`config.mk`:
```
export PLATFORM = sky130hd
export DESIGN_NAME = spi_conv_seq
export DESIGN_NICKNAME = d
export VERILOG_FILES = /design/src/rtl/spi_conv_pkg.sv /design/src/rtl/spi_conv_ctrl.sv /design/src/rtl/spi_conv_dp.sv /design/src/rtl/spi_conv_seq.sv
export SDC_FILE = /design/constraint.sdc
export NUM_CORES = 1
export LEC_CHECK = 0
export BUFFER_PORTS_ARGS = -buffer_cell sky130_fd_sc_hd__buf_2
export CAP_MARGIN = 20
export CORE_ASPECT_RATIO = 1.4
export CORE_MARGIN = 1
export CORE_UTILIZATION = 59
export DETAILED_ROUTE_END_ITERATION = 12
export GPL_TIMING_DRIVEN = 0
export PLACE_DENSITY = 0.78
export SYNTH_ARGS = -nofsm -noshare
export SYNTH_HDL_FRONTEND = slang
export SYNTH_SLANG_ARGS = --single-unit
```
`constraint.sdc`:
```
create_clock -name clk -period 2.2 [get_ports clk]
set_clock_uncertainty 0.15 [all_clocks]
set_input_delay 0.33 -clock clk [delete_from_list [all_inputs] [get_ports clk]]
set_output_delay 0.33 -clock clk [all_outputs]
set_load 0.01 [all_outputs]
```
`src/rtl/spi_conv_pkg.sv`:
```
package spi_conv_pkg;
  localparam logic [7:0] RESULT_REG_BASE = 8'h10;
  localparam logic [5:0] CONV_CMD_REG    = 6'h0E;
  localparam logic       READ_FLAG       = 1'b1;

  typedef enum logic [1:0] {
    ST_IDLE = 2'd0,
    ST_CMD  = 2'd1,
    ST_GAP  = 2'd2,
    ST_READ = 2'd3
  } seqState_t;

  typedef struct packed {
    logic load;
    logic shiftTx;
    logic sampleRx;
    logic finish;
  } seqStrobes_t;
endpackage

```
`src/rtl/spi_conv_ctrl.sv`:
```
module spi_conv_ctrl
  import spi_conv_pkg::*;
#(
  parameter int SCLK_HALF    = 2,
  parameter int DELAY_CYCLES = 600,
  parameter int CMD_BITS     = 32,
  parameter int RD_BITS      = 16
) (
  input  logic        clk,
  input  logic        rstN,
  input  logic        start,
  output seqStrobes_t strb,
  output logic        sclk,
  output logic        csN,
  output logic        busy
);
  localparam int DIV_W  = (SCLK_HALF > 1) ? $clog2(SCLK_HALF) : 1;
  localparam int GAP_W  = (DELAY_CYCLES > 1) ? $clog2(DELAY_CYCLES) : 1;
  localparam int MAXB   = (CMD_BITS > RD_BITS) ? CMD_BITS : RD_BITS;
  localparam int BIT_W  = (MAXB > 1) ? $clog2(MAXB) : 1;

  seqState_t        state;
  logic [DIV_W-1:0] divCnt;
  logic [GAP_W-1:0] gapCnt;
  logic [BIT_W-1:0] bitCnt;
  logic             sclkQ;
  logic             csNQ;
  logic             tick;
  logic             lastCmd;
  logic             lastRd;

  always_comb begin
    tick    = (divCnt == DIV_W'(SCLK_HALF - 1));
    lastCmd = (bitCnt == BIT_W'(CMD_BITS - 1));
    lastRd  = (bitCnt == BIT_W'(RD_BITS - 1));
    strb.load     = (state == ST_IDLE) && start;
    strb.shiftTx  = (state == ST_CMD)  && tick && sclkQ;
    strb.sampleRx = (state == ST_READ) && tick && !sclkQ;
    strb.finish   = (state == ST_READ) && tick && sclkQ && lastRd;
  end

  always_ff @(posedge clk or negedge rstN) begin
    if (!rstN) begin
      state  <= ST_IDLE;
      divCnt <= '0;
      gapCnt <= '0;
      bitCnt <= '0;
      sclkQ  <= 1'b0;
      csNQ   <= 1'b1;
    end else begin
      unique case (state)
        ST_IDLE: begin
          if (start) begin
            state  <= ST_CMD;
            csNQ   <= 1'b0;
            divCnt <= '0;
            bitCnt <= '0;
            sclkQ  <= 1'b0;
          end
        end
        ST_CMD, ST_READ: begin
          if (tick) begin
            divCnt <= '0;
            sclkQ  <= !sclkQ;
            if (sclkQ) begin
              if (state == ST_CMD) begin
                if (lastCmd) begin
                  state  <= ST_GAP;
                  gapCnt <= '0;
                  bitCnt <= '0;
                end else begin
                  bitCnt <= bitCnt + 1'b1;
                end
              end else begin
                if (lastRd) begin
                  state <= ST_IDLE;
                  csNQ  <= 1'b1;
                  bitCnt <= '0;
                end else begin
                  bitCnt <= bitCnt + 1'b1;
                end
              end
            end
          end else begin
            divCnt <= divCnt + 1'b1;
          end
        end
        ST_GAP: begin
          if (gapCnt == GAP_W'(DELAY_CYCLES - 1)) begin
            state  <= ST_READ;
            divCnt <= '0;
          end else begin
            gapCnt <= gapCnt + 1'b1;
          end
        end
        default: state <= ST_IDLE;
      endcase
    end
  end

  assign sclk = sclkQ;
  assign csN  = csNQ;
  assign busy = (state != ST_IDLE);

  p_sclk_needs_cs_r8: assert property (@(posedge clk) disable iff (!rstN)
    sclkQ |-> !csNQ);
  p_gap_sclk_low_r6: assert property (@(posedge clk) disable iff (!rstN)
    (state == ST_GAP) |-> (!sclkQ && !csNQ));
  p_busy_start_ignored_r10: assert property (@(posedge clk) disable iff (!rstN)
    (busy && start) |=> (state != ST_CMD || $past(state) == ST_CMD));
endmodule

```
`src/rtl/spi_conv_dp.sv`:
```
module spi_conv_dp
  import spi_conv_pkg::*;
#(
  parameter int CH_W     = 3,
  parameter int CMD_BITS = 32,
  parameter int RD_BITS  = 16,
  parameter int RES_BITS = 10
) (
  input  logic                clk,
  input  logic                rstN,
  input  seqStrobes_t         strb,
  input  logic [CH_W-1:0]     chanIdx,
  input  logic                miso,
  output logic                mosi,
  output logic [RES_BITS-1:0] result,
  output logic                resultValid,
  output logic                done
);
  localparam int PAD_BITS = CMD_BITS - 16;

  logic [CMD_BITS-1:0] frame;
  logic [CMD_BITS-1:0] txShift;
  logic [RD_BITS-1:0]  rxShift;
  logic [RES_BITS-1:0] resQ;
  logic                validQ;
  logic                doneQ;

  always_comb begin
    frame[CMD_BITS-1 -: 8] = RESULT_REG_BASE + 8'(chanIdx);
    frame[CMD_BITS-9 -: 8] = {READ_FLAG, 1'b0, CONV_CMD_REG};
  end

  generate
    if (PAD_BITS > 0) begin : g_pad
      assign frame[PAD_BITS-1:0] = '0;
    end
  endgenerate

  always_ff @(posedge clk or negedge rstN) begin
    if (!rstN) begin
      txShift <= '0;
      rxShift <= '0;
      resQ    <= '0;
      validQ  <= 1'b0;
      doneQ   <= 1'b0;
    end else begin
      doneQ <= strb.finish;
      if (strb.load) begin
        txShift <= frame;
        validQ  <= 1'b0;
      end else if (strb.shiftTx) begin
        txShift <= {txShift[CMD_BITS-2:0], 1'b0};
      end
      if (strb.sampleRx) begin
        rxShift <= {rxShift[RD_BITS-2:0], miso};
      end
      if (strb.finish) begin
        resQ   <= rxShift[RD_BITS-1 -: RES_BITS];
        validQ <= 1'b1;
      end
    end
  end

  assign mosi        = txShift[CMD_BITS-1];
  assign result      = resQ;
  assign resultValid = validQ;
  assign done        = doneQ;

  p_done_single_r9: assert property (@(posedge clk) disable iff (!rstN)
    doneQ |=> !doneQ);
  p_done_with_valid_r9: assert property (@(posedge clk) disable iff (!rstN)
    doneQ |-> validQ);
  p_result_hold_r9: assert property (@(posedge clk) disable iff (!rstN)
    (validQ && $past(validQ) && !$past(strb.load)) |-> $stable(resQ));
  p_valid_clear_r11: assert property (@(posedge clk) disable iff (!rstN)
    strb.load |=> !validQ);
endmodule

```
`src/rtl/spi_conv_seq.sv`:
```
module spi_conv_seq
  import spi_conv_pkg::*;
#(
  parameter int CLK_FREQ_HZ = 100_000_000,
  parameter int GAP_US      = 6,
  parameter int SCLK_HALF   = 2,
  parameter int CH_W        = 3,
  parameter int CMD_BYTES   = 4,
  parameter int RD_BYTES    = 2,
  parameter int RES_BITS    = 10
) (
  input  logic                clk,
  input  logic                rstN,
  input  logic                start,
  input  logic [CH_W-1:0]     chanIdx,
  input  logic                miso,
  output logic                sclk,
  output logic                mosi,
  output logic                csN,
  output logic                busy,
  output logic                done,
  output logic                resultValid,
  output logic [RES_BITS-1:0] result
);
  localparam int DELAY_CYCLES = (CLK_FREQ_HZ / 1_000_000) * GAP_US;
  localparam int CMD_BITS     = CMD_BYTES * 8;
  localparam int RD_BITS      = RD_BYTES * 8;

  seqStrobes_t strb;

  spi_conv_ctrl #(
    .SCLK_HALF   (SCLK_HALF),
    .DELAY_CYCLES(DELAY_CYCLES),
    .CMD_BITS    (CMD_BITS),
    .RD_BITS     (RD_BITS)
  ) u_ctrl (
    .clk  (clk),
    .rstN (rstN),
    .start(start),
    .strb (strb),
    .sclk (sclk),
    .csN  (csN),
    .busy (busy)
  );

  spi_conv_dp #(
    .CH_W    (CH_W),
    .CMD_BITS(CMD_BITS),
    .RD_BITS (RD_BITS),
    .RES_BITS(RES_BITS)
  ) u_dp (
    .clk        (clk),
    .rstN       (rstN),
    .strb       (strb),
    .chanIdx    (chanIdx),
    .miso       (miso),
    .mosi       (mosi),
    .result     (result),
    .resultValid(resultValid),
    .done       (done)
  );

  p_mosi_stable_high_r5: assert property (@(posedge clk) disable iff (!rstN)
    (sclk && $past(sclk)) |-> $stable(mosi));
  p_cs_release_with_done_r8: assert property (@(posedge clk) disable iff (!rstN)
    $rose(csN) |-> done);
endmodule

```
Word-level counts from Yosys, hierarchy flattened
Cells that the tools add are included.
- flip-flop bits (word level): 80
- input bits: 7
- logic and storage cells: 89
- add/sub/neg operators: 4
- eq/ne operators: 17
- mux-type cells: 36
- reductions and logical operators: 21
- operator list (kind ; count):
    32-bit 2-to-1 mux ; 2
    10-bit 2-to-1 mux ; 5
    5-bit 2-to-1 mux ; 6
    10-bit case mux with 2 select lines ; 1
    6-bit AND reduction ; 3
    2-bit 2-to-1 mux ; 7
    2-bit by 1-bit != test with 1-bit output, second input constant ; 6
    10-bit by 1-bit adder with 10-bit output, second input constant ; 1
    10-bit equality test, second input constant ; 1
    1-bit 2-to-1 mux ; 10
    5-bit case mux with 2 select lines ; 1
    2-bit nonzero test ; 5
    1-bit logical AND ; 7
    5-bit by 3-bit adder with 6-bit output, first input constant ; 1
    2-bit != test, second input constant ; 3
    2-bit case mux with 3 select lines ; 1
    5-bit by 1-bit adder with 5-bit output, second input constant ; 1
    5-bit by 4-bit equality test with 1-bit output, second input constant ; 1
    5-bit equality test, second input constant ; 1
    2-bit equality test, second input constant ; 2
    1-bit case mux with 2 select lines ; 2
    4-bit AND reduction ; 1
    3-bit by 1-bit != test with 1-bit output, second input constant ; 1
    3-bit by 2-bit != test with 1-bit output, second input constant ; 1
    8 further kinds ; 8

Depth between registers and ports, before layout
Gate-level depths: netlist (run 1).
- depth after elaboration: 6
- depth in mapped cells: 8

Cells and area by module
Synthesis (run 1) repeated with hierarchy kept, for this count alone.
- cell total of the unflattened synthesis: 248
- area, all modules: 3009.1 sq um
- modules (own cells, without submodules) (module ; instances ; cells an instance ; area each (sq um) ; sequential area each (sq um)):
    spi_conv_dp ; 1 ; 110 ; 1696.6 ; 1076.0
    spi_conv_ctrl ; 1 ; 138 ; 1312.5 ; 501.7

Least setup slack after synthesis (run 1)
Ideal clock, no wire load.
- kind: register to register
- start point: reg u_ctrl.bitCnt[0]
- end point: reg u_ctrl.gapCnt[6]
- library setup time: 0.122 ns
- data arrival time: 1.688 ns
- path slack: 0.241 ns
- stages on the path, launching flop included: 8
- path buffers: 1
- clock period less this slack: 1.959 ns
- cells stage by stage: dfrtp_1 -> ha_1 -> and3_1 -> ha_1 -> and3_1 -> o21a_1 -> buf_2 -> a32o_1
- word-level cells in the longest chain between the ends: 3
- RTL lines (what ; line ; text):
    start, declared ; spi_conv_ctrl.sv:25 ; logic [BIT_W-1:0] bitCnt;
    start signal, assigned ; spi_conv_ctrl.sv:72 ; bitCnt <= bitCnt + 1'b1;
    start signal, assigned ; spi_conv_ctrl.sv:80 ; bitCnt <= bitCnt + 1'b1;
    5-bit equality test ; spi_conv_ctrl.sv:34 ; lastCmd = (bitCnt == BIT_W'(CMD_BITS - 1));
    2-bit by 1-bit != test with 1-bit output (no line) ; n/a ;
    6-bit AND reduction (no line) ; n/a ;
    end signal, assigned ; spi_conv_ctrl.sv:93 ; gapCnt <= gapCnt + 1'b1;
    end, declared ; spi_conv_ctrl.sv:24 ; logic [GAP_W-1:0] gapCnt;
Every way passes these cells.
A chain may end at the register's enable or synchronous reset.

Worst setup path after layout (run 1)
- start point: reg u_ctrl.bitCnt[0]
- end point: reg u_ctrl.gapCnt[4]
Same word-level chain as after synthesis.

==> impl_results.md, run 1 <==
* Status: completed
* Max Buffers Root-to-Sink at 2
* Most common cell in the netlist: nand2_1
* Net Count, Synth at 324
* Worst-path cell chain: ha_2, and3_4, ha_2, and3_2, o21a_1, buf_6, nand3_4, o31ai_4
* Share of cells above drive strength 1 at 0.258
* Die Footprint at 5430 um2
* Vias in the first global route at 2,311
* Synthesized area at 3030 um2
* Sequential Area at 1580 um2
* Hold WC Path Type: in2reg
* TritonCTS clock tree: built
* Global-route wire length before repair at 10.5 mm
* Inserted Diodes at 0
* Congestion Overflow GR at 0
* Largest area contributor in the netlist: dfrtp_1
* H-tree lvl count at 3
* Slew Limit Fails at 0
* Tmin final at 2.10 ns
* Multi-input gate area at 1390 um2
* Clock Latency Late Sink at 0.35 ns
* Endpoints failing setup at 0
* Yosys cell types at 47
* Post-synth EDFFs at 0
* Initial DRC count at 187
* Setup_tns at 0 ns
* Setup bufs post-CTS at 0
* Total iterations of the first detailed-routing run at 4
* Cts bufs inserted at 9
* Finished Layout Cells at 409
* Maxcap violations at 0
* Die W at 62.6 um
* Final net count at 357
* Total GRT Usage at 0.251
* Initial antenna violation count at 0
* Clk pin slew, worst setup/hold paths at 0.08 ns
* Routed WL at 6.04 mm
* Pwr dens at 1170 nW/um2
* Pin count of the biggest net entering global routing at 41
* Number of routed nets with antenna violations at 0
* Syn Area/Cell at 9.87 um2
* Crit share post-route at 0.954
* Crit-path leading delay family: simple AND/OR/NAND/NOR gates
* Ports at 23
* Initial core utilization at 0.621
* Largest stage delay, worst path at 0.39 ns
* Critical path startpoint category: flip-flop
* Yosys warning count at 0
* CTS sink count at 63
* RSZ-0062 raised after global routing: true
* Core area at 4880 um2
* Area growth, synth to finish at 16.5%
* Post-synthesis sequential area ratio at 0.521
* Die span in y at 86.8 um
* Vias after detailed routing at 2,325
* WHS at 0.0758 ns
* Crit end category: flip-flop
* GPL Wtd Cong at 0.846
* Post-detail-place hpwl at 4.01 mm
* Actual slew at the worst max-slew pin at 0.566 ns
* CP required at 2.31 ns
* Max-slew headroom at 0.622
* Cells after synthesis at 307
* Worst IR Drop VDD at 0.759 mV
* Worst endpoint data arrival time at 2.21 ns
* Maximum fanout along the worst path at 10
* Routed len/inst at 14.8 um
* Slowest-stage cell, CP: dfrtp_1
* LEAKAGE at 1.72 nW
* Cell mode on critical path: ha_2
* Inst Count DP at 394
* Row count at 30
* Final-report hold violation count at 0
* Synth area leaders: dfrtp_1, nand2_1, mux2_2, ha_1, nand3_1
* Asr flop ratio synth at 1.00
* R2r setup slk at 0.10 ns
* Core Util, Final at 0.723
* Fmax at 477 MHz
* Most frequent cells after synthesis: nand2_1, dfrtp_1, mux2_2
* Avg Vias per Cell at 5.68
* # fillers at 357
* Buf/Inv on CP at 1
* Synth Register Bits at 63
* Top-area cell type share of the netlist area at 0.512
* Port Buffers at 22
* Main synth FF type: dfrtp_1
* Clock root cell: clkbuf_8
* Crit Path Class: reg2reg
* DR DRC count at 0
report_power, final:
| part | internal, mW | leakage [nW] | switching [mW] |
|---|---|---|---|
| combinational | 0.641 | 0.794 | 0.845 |
| clock | 0.534 | 0.100 | 0.490 |
| sequential | 1.43 | 0.823 | 0.189 |
path summary, 6_finish.rpt:
| path | end | start | cells past startpoint |
|---|---|---|---|
| min in group asynchronous | u_ctrl.gapCnt[8] | rstN | 2 |
| max in group asynchronous | u_ctrl.divCnt | rstN | 3 |
| setup / recovery | u_ctrl.gapCnt[4] | u_ctrl.bitCnt[0] | 8 |
| setup reg to reg | u_ctrl.gapCnt[4] | u_ctrl.bitCnt[0] | 8 |
| hold / removal | u_dp.rxShift[0] | miso | 2 |
| hold reg to reg | u_dp.result[4] | u_dp.result[4] | 2 |
cell families after synthesis:
logic type	count (synthesis)	share of synthesized area
adder cells (fa/ha/maj)	10	0.0413
AO/OA/AOI/OAI	45	0.0975
flip-flops	63	0.521
buffers and inverters	28	0.0438
multiplexers	21	0.0772
AND/OR/NAND/NOR	140	0.219
cell type report:
cell class / instances / share of cell area
inverters: 10 / 0.0106
plain buffers: 16 / 0.0270
multi-input cells: 216 / 0.394
clock buffers: 9 / 0.0351
flip-flops and latches: 63 / 0.448
clock inverters: 7 / 0.0230
well taps: 64 / 0.0227
repair buffers: 24 / 0.0397
metal layers:
metal	global-route usage	share of wire	wire length (um)
met2	0.434	0.53	3210
met3	0.0447	0.028	169
met5	0	0	0
met4	0.131	0.019	114
met1	0.299	0.42	2550
cell usage in the layout (no fill, tap or decap), types with 2 or more instances in the layout:
cell type / count
buf_6: 2
o21a_1: 2
nor3_1: 4
clkbuf_1: 6
inv_1: 10
or2_2: 2
o211ai_1: 3
ha_1: 8
buf_2: 25
mux2i_1: 2
o21ai_0: 8
nor2_1: 8
and3_1: 4
clkbuf_8: 9
nand3_1: 16
o21ai_1: 2
a21oi_1: 13
clkinv_4: 4
ha_2: 2
buf_4: 4
a31oi_1: 4
dfrtp_1: 61
nand4_1: 6
nand2_1: 82
mux2_2: 18
and2_1: 2
timing repair:
action                     in CTS  in global routing
hold endpoints to repair       22                  0
setup endpoints to repair       7                 25
resized for setup               3                 17
pin swaps                       1                  1
hold buffers                    1                  0
stage by stage:
| stage | instance area, um2 | setup WS [ns] | total power [mW] |
|---|---|---|---|
| after global placement | 3220 | -0.0500 | 2.95 |
| after global routing | 3530 | -0.0107 | 4.41 |
| after detailed placement | 3240 | -0.104 | 3.00 |
| after floorplan | 3030 | 0.241 | 2.66 |
| after CTS | 3470 | 0.0368 | 4.05 |
| final | 3530 | 0.102 | 4.13 |
worst register-to-register path, stage by stage, from the launching register on:
cell	delay, ns
dfrtp_1	0.39
ha_2	0.21
and3_4	0.20
ha_2	0.20
and3_2	0.22
o21a_1	0.13
buf_6	0.15
nand3_4	0.11
o31ai_4	0.25
sequential cells by signal, summed over array words and instances, names as in the netlist:
name and flops:
u_ctrl.divCnt 1, u_dp.rxShift 16, u_ctrl.gapCnt 10, u_ctrl.state 2
u_dp.done 1, u_dp.txShift 15, u_ctrl.csN 1, u_ctrl.sclk 1
u_ctrl.bitCnt 5, u_dp.result 10, u_dp.resultValid 1
Power figures use the tool's default switching activity.
==> inputs of run 2 (changes only) <==
--- a/config.mk
+++ b/config.mk
@@ -13,6 +13,7 @@
 export DETAILED_ROUTE_END_ITERATION = 12
 export GPL_TIMING_DRIVEN = 0
 export PLACE_DENSITY = 0.78
+export RECOVER_POWER = 50
 export SYNTH_ARGS = -nofsm -noshare
 export SYNTH_HDL_FRONTEND = slang
 export SYNTH_SLANG_ARGS = --single-unit
==> constraint.sdc (replaced) <==
create_clock -name clk -period 2.4 [get_ports clk]
set_clock_uncertainty 0.15 [all_clocks]
set_input_delay 0.36 -clock clk [delete_from_list [all_inputs] [get_ports clk]]
set_output_delay 0.36 -clock clk [all_outputs]
set_load 0.01 [all_outputs]
==> impl_results.md, run 2 (synthesized netlist as in run 1, its figures left out) <==
* Status: completed
* Maximum fanout along the worst path at 10 (unchanged)
* WHS at 0.112 ns (+0.0359 ns)
* Sequential Area at 1580 um2 (about the same)
* Total Power at 3.69 mW (-11%)
* Setup_tns at 0 ns (unchanged)
* Most common cell after layout, fill and taps aside: nand2_1
* Post-detail-place hpwl at 4.01 mm (unchanged)
* Initial antenna violation count at 0 (unchanged)
* Fin area at 3450 um2 (-2.2%)
* Cts bufs inserted at 9 (unchanged)
* Critical path startpoint category: flip-flop
* CTS sink count at 63 (unchanged)
* Tmin final at 2.20 ns (+0.0998 ns)
* Slowest-stage cell, CP: dfrtp_1
* Pin count of the biggest net entering global routing at 41 (unchanged)
* Number of flip-flops in the largest register at 16 (unchanged)
* Clock root cell: clkbuf_8
* Largest stage delay, worst path at 0.39 ns (about the same)
* Max-slew headroom at 0.0741 (-0.548)
* LEAKAGE at 1.65 nW (-3.8%)
* H-tree lvl count at 3 (unchanged)
* R2r setup slk at 0.20 ns (+0.10 ns)
* CP required at 2.50 ns (+0.19 ns)
* Maxcap violations at 0 (unchanged)
* Most frequent cells in the layout: nand2_1, dfrtp_1, clkbuf_1
* Endpoints failing setup at 0 (unchanged)
* Worst r2r src: u_ctrl.bitCnt[0]
* Global-route wire length before repair at 10.4 mm (-0.52%)
* Met3 WL at 148 um (-12%)
* Vias after detailed routing at 2,311 (-0.60%)
* Fmax at 455 MHz (-4.5%)
* Clock Latency Late Sink at 0.34 ns (about the same)
* Crit Path Class: reg2reg
* Worst IR Drop VDD at 0.674 mV (-11%)
* Die span in y at 86.8 um (unchanged)
* DR DRC count at 0 (unchanged)
* Die Footprint at 5430 um2 (unchanged)
* Port Buffers at 22 (unchanged)
* Clk pin slew, worst setup/hold paths at 0.08 ns (about the same)
* Worst reg2reg path endpoint: u_ctrl.gapCnt[5]
* TritonCTS clock tree: built
* Pwr dens at 1070 nW/um2 (-8.5%)
* Hold WC Path Type: in2reg
* Worst-path cell chain: ha_1, and3_1, ha_1, and3_1, o21a_1, clkbuf_4, nand3_1, o31ai_1
* GPL Wtd Cong at 0.846 (unchanged)
* Share of cells above drive strength 1 at 0.182 (-0.0764)
* Setup bufs post-CTS at 0 (unchanged)
* Number of routed nets with antenna violations at 0 (unchanged)
* Top layer in use: met4
* Worst Reg2Reg Path Length in Cells at 8 (unchanged)
* Final net count at 359 (+0.56%)
* Dpl cell area at 3240 um2 (unchanged)
* Setup crit end: u_ctrl.gapCnt[5]
* Multi-input gate area at 1330 um2 (-4.4%)
* Die W at 62.6 um (unchanged)
* Row count at 30 (unchanged)
* Inserted Diodes at 0 (unchanged)
* Actual slew at the worst max-slew pin at 1.39 ns (+0.823 ns)
* DR WL met2 at 3.15 mm (-1.9%)
* Top Registers: u_dp.rxShift (16), u_dp.txShift (15)
* Max Buffers Root-to-Sink at 2 (unchanged)
* # fillers at 376 (+5.3%)
* Initial DRC count at 172 (-8.0%)
* Total iterations of the first detailed-routing run at 4 (unchanged)
* Slew Limit Fails at 0 (unchanged)
* Avg Vias per Cell at 5.62 (-1.1%)
* Worst endpoint data arrival time at 2.30 ns (+0.09 ns)
* Routed WL at 5.93 mm (-1.9%)
* Final-report hold violation count at 0 (unchanged)
* Ports at 23 (unchanged)
* Area growth, synth to finish at 13.9%
* Core area at 4880 um2 (unchanged)
* Crit share post-route at 0.916 (-0.0379)
* Top reg by flops: u_dp.rxShift
* Initial core utilization at 0.621 (unchanged)
* WL met1 at 2.55 mm (about the same)
* Congestion Overflow GR at 0 (unchanged)
* Vias in the first global route at 2,313 (+0.087%)
* Critical path launch point: u_ctrl.bitCnt[0]
* Total GRT Usage at 0.250 (-0.00115)
* Routed len/inst at 14.4 um (-2.3%)
* Crit end category: flip-flop
==> run 2: cell count changes in the layout (fill, tap and decap cells not counted), moves of 2 or more <==
cell	delta
o31ai_1	+2
and3_1	+2
clkbuf_1	+18
ha_2	-2
buf_2	-15
ha_1	+2
==> run 2: critical path, delay by kind of cell, from the launching register on <==
family / cells / cell delay, ns
AO/OA/AOI/OAI: 2 / 0.37
flip-flops: 1 / 0.39
adder cells (fa/ha/maj): 2 / 0.42
buffers and inverters: 1 / 0.19
AND/OR/NAND/NOR: 3 / 0.59
==> run 2: area by class of cell <==
class / instances / area share
inverter: 10 / 0.0109
sequential: 63 / 0.457
clock buffer: 9 / 0.0359
timing repair buffer: 24 / 0.0352
multi-input combinational: 216 / 0.386
clock inverter: 7 / 0.0236
tap: 64 / 0.0232
buffer: 18 / 0.0283
==> run 2: where the power goes <==
group          switching, mW  total [mW]  internal, mW
sequential             0.169        1.48          1.31
combinational          0.738        1.28         0.543
clock                  0.445       0.934         0.489
total                   1.35        3.69          2.34
==> run 2: repair_timing <==
| action | CTS | global route |
|---|---|---|
| setup endpoints to repair | 0 | 7 |
| resized for setup | 0 | 3 |
| endpoints found under the hold margin | 22 | 0 |
| hold buffers | 1 | 0 |
==> run 2: how the worst min path moves through the flow <==
stage | start | to | slack (ns) | cells past startpoint
after floorplan | rstN | u_ctrl.bitCnt[0] | -0.09 | 0
after global placement | u_dp.rxShift[15] | u_dp.result[9] | 0.30 | 2
after detailed placement | rstN | u_ctrl.gapCnt[8] | 0.24 | 1
after CTS | miso | u_dp.rxShift[0] | 0.11 | 2
after global routing | miso | u_dp.rxShift[0] | 0.11 | 2
final | miso | u_dp.rxShift[0] | 0.11 | 2
==> run 2: per-stage QoR <==
step / worst slack [ns] / cells / util
after floorplan: 0.441 / 307 / -
after global placement: 0.150 / 393 / 0.660
after detailed placement: 0.0962 / 394 / 0.664
after CTS: 0.0962 / 411 / 0.708
after global routing: -0.00483 / 411 / 0.707
final: 0.202 / 411 / 0.707
==> run 2: metal layers <==
layer  up-vias  GRT usage
met4         0      0.131
li1       1127          -
met2        37      0.435
met3         6     0.0447
met1      1141      0.294
met5         -          0
==> inputs of run 3 (changes only) <==
--- a/config.mk
+++ b/config.mk
@@ -7,12 +7,14 @@
 export LEC_CHECK = 0
 export BUFFER_PORTS_ARGS = -buffer_cell sky130_fd_sc_hd__buf_2
 export CAP_MARGIN = 20
+export CELL_PAD_IN_SITES_DETAIL_PLACEMENT = 1
+export CELL_PAD_IN_SITES_GLOBAL_PLACEMENT = 2
 export CORE_ASPECT_RATIO = 1.4
 export CORE_MARGIN = 1
-export CORE_UTILIZATION = 59
+export CORE_UTILIZATION = 38
 export DETAILED_ROUTE_END_ITERATION = 12
 export GPL_TIMING_DRIVEN = 0
-export PLACE_DENSITY = 0.78
+export PLACE_DENSITY_LB_ADDON = 0.1
 export RECOVER_POWER = 50
 export SYNTH_ARGS = -nofsm -noshare
 export SYNTH_HDL_FRONTEND = slang
==> impl_results.md, run 3 (synthesized netlist as in run 1, its figures left out) <==
* Status: completed
* Clock Latency Late Sink at 0.34 ns (about the same)
* Worst endpoint data arrival time at 2.32 ns (+0.02 ns)
* Hold WC Path Type: in2reg
* Worst IR Drop VDD at 0.401 mV (-41%)
* Total GRT Usage at 0.184 (-0.0660)
* Met3 usage at 0.0390 (-0.00575)
* H-tree lvl count at 3 (unchanged)
* Fmax at 448 MHz (-1.6%)
* Total Power at 4.04 mW (+9.3%)
* Endpoints failing setup at 0 (unchanged)
* Port Buffers at 22 (unchanged)
* Share of cells above drive strength 1 at 0.188 (+0.00631)
* Die W at 77.5 um (+24%)
* Die span in y at 108 um (+24%)
* Initial antenna violation count at 0 (unchanged)
* Cts bufs inserted at 9 (unchanged)
* Avg Vias per Cell at 5.17 (-8.0%)
* Most heavily used metal layer in global routing: met2
* RSZ-0062 raised after global routing: false
* Vias in the first global route at 2,441 (+5.5%)
* Clk pin slew, worst setup/hold paths at 0.07 ns (about the same)
* Routed len/inst at 15.2 um (+5.1%)
* Final net count at 358 (-0.28%)
* Maximum fanout along the worst path at 10 (unchanged)
* Row count at 38 (+27%)
* Tmin final at 2.23 ns (+0.0368 ns)
* Met1 Usage GRT at 0.221 (-0.0732)
* Core area at 7750 um2 (+59%)
* WHS at 0.130 ns (+0.0187 ns)
* Top Registers: u_dp.rxShift (16), u_dp.txShift (15)
* Max-slew headroom at 0.461 (+0.387)
* Most common cell after layout, fill and taps aside: nand2_1
* Clock root cell: clkbuf_8
* Post-detail-place hpwl at 4.65 mm (+16%)
* Setup_tns at 0 ns (unchanged)
* Critical path startpoint category: flip-flop
* CP required at 2.49 ns (about the same)
* Top reg by flops: u_dp.rxShift
* Die Footprint at 8340 um2 (+54%)
* Max Buffers Root-to-Sink at 2 (unchanged)
* Total iterations of the first detailed-routing run at 4 (unchanged)
* Crit end category: flip-flop
* Routed WL at 6.76 mm (+14%)
* Pwr dens at 1140 nW/um2 (+6.0%)
* Most frequent cells in the layout: nand2_1, dfrtp_1, clkbuf_1
* Number of flip-flops in the largest register at 16 (unchanged)
* GR Util met2 at 0.318 (-0.117)
* Inserted Diodes at 0 (unchanged)
* LEAKAGE at 1.68 nW (+1.7%)
* TritonCTS clock tree: built
* Actual slew at the worst max-slew pin at 0.808 ns (-0.580 ns)
* DR DRC count at 0 (unchanged)
* Crit Path Class: reg2reg
* Vias after detailed routing at 2,308 (-0.13%)
* Global-route wire length before repair at 11.8 mm (+13%)
* Number of routed nets with antenna violations at 0 (unchanged)
* GPL Wtd Cong at 0.718 (-15%)
* CTS sink count at 63 (unchanged)
* Final-report hold violation count at 0 (unchanged)
* Congestion Overflow GR at 0 (unchanged)
* Slew Limit Fails at 0 (unchanged)
* Maxcap violations at 0 (unchanged)
* Crit share post-route at 0.931 (+0.0153)
* Ports at 23 (unchanged)
* Pin count of the biggest net entering global routing at 64 (+56%)
* Area growth, synth to finish at 17.4%
* Initial DRC count at 89 (-48%)
* Initial core utilization at 0.391 (-0.230)
==> run 3: changes by cell type in the layout (fill, tap and decap cells not counted), sizes merged <==
| cell | change |
|---|---|
| clkinv | -3 |
| clkbuf | +1 |
| inv | -1 |
| clkinvlp | -1 |
| bufinv | +3 |
==> run 3: through the flow <==
step | cells | utilization | area [um2] | worst slack, ns
CTS | 446 | 0.458 | 3550 | 0.0363
global placement | 429 | 0.421 | 3260 | 0.0123
detailed placement | 429 | 0.422 | 3270 | -0.00244
floorplan | 307 | - | 3030 | 0.441
global route | 446 | 0.459 | 3560 | 0.0183
finish | 446 | 0.459 | 3560 | 0.166
==> run 3: final timing paths <==
path | end | depth (start not counted) | slack, ns | startpoint
max in group asynchronous | u_dp.txShift[24] | 2 | 1.06 | rstN
max reg2reg | u_ctrl.gapCnt[7] | 8 | 0.17 | u_ctrl.bitCnt[0]
min reg2reg | u_dp.result[9] | 2 | 0.33 | u_dp.rxShift[15]
min in group asynchronous | u_ctrl.bitCnt[2] | 2 | 0.50 | rstN
max | u_ctrl.gapCnt[7] | 8 | 0.17 | u_ctrl.bitCnt[0]
min | u_dp.rxShift[0] | 2 | 0.13 | miso
==> run 3: what timing repair did <==
| action | CTS | global route |
|---|---|---|
| setup buffers | 0 | 0 |
| resized for setup | 1 | 5 |
| hold buffers | 1 | 0 |
| hold endpoints to repair | 30 | 0 |
| pin swaps | 0 | 1 |
| endpoints found under the setup margin | 3 | 3 |
==> run 3: where the power goes <==
group          switching [mW]  total (mW)  leakage (nW)  internal, mW
clock network           0.425        1.25         0.134         0.826
registers               0.163        1.47         0.824          1.31
logic                   0.772        1.31         0.723         0.541
total                    1.36        4.04          1.68          2.68
==> run 3: cell type report <==
| cell class | instances | area [um2] |
|---|---|---|
| Timing Repair Buffer | 23 | 105 |
| Buffer | 18 | 97.6 |
| Sequential cell | 63 | 1580 |
| Tap cell | 100 | 125 |
| Clock inverter | 5 | 129 |
| Inverter | 10 | 37.5 |
| Clock buffer | 11 | 141 |
| Multi-Input combinational cell | 216 | 1340 |
| Fill cell | 891 | 4190 |
==> run 3: worst max-delay path, stage by stage (launching register included) <==
cell	delay (ns)
dfrtp_1	0.39
ha_1	0.20
and3_1	0.22
ha_2	0.23
and3_1	0.19
o21a_1	0.12
clkbuf_4	0.20
nand3_1	0.17
o41ai_2	0.26
==> run 3: per-layer routing <==
layer | routed length (um) | vias to the layer above | share of wire
met1 | 2980 | 1147 | 0.44
met3 | 164 | 11 | 0.024
li1 | - | 1120 | -
met5 | 0 | - | 0
met4 | 111 | 0 | 0.016
met2 | 3510 | 30 | 0.52
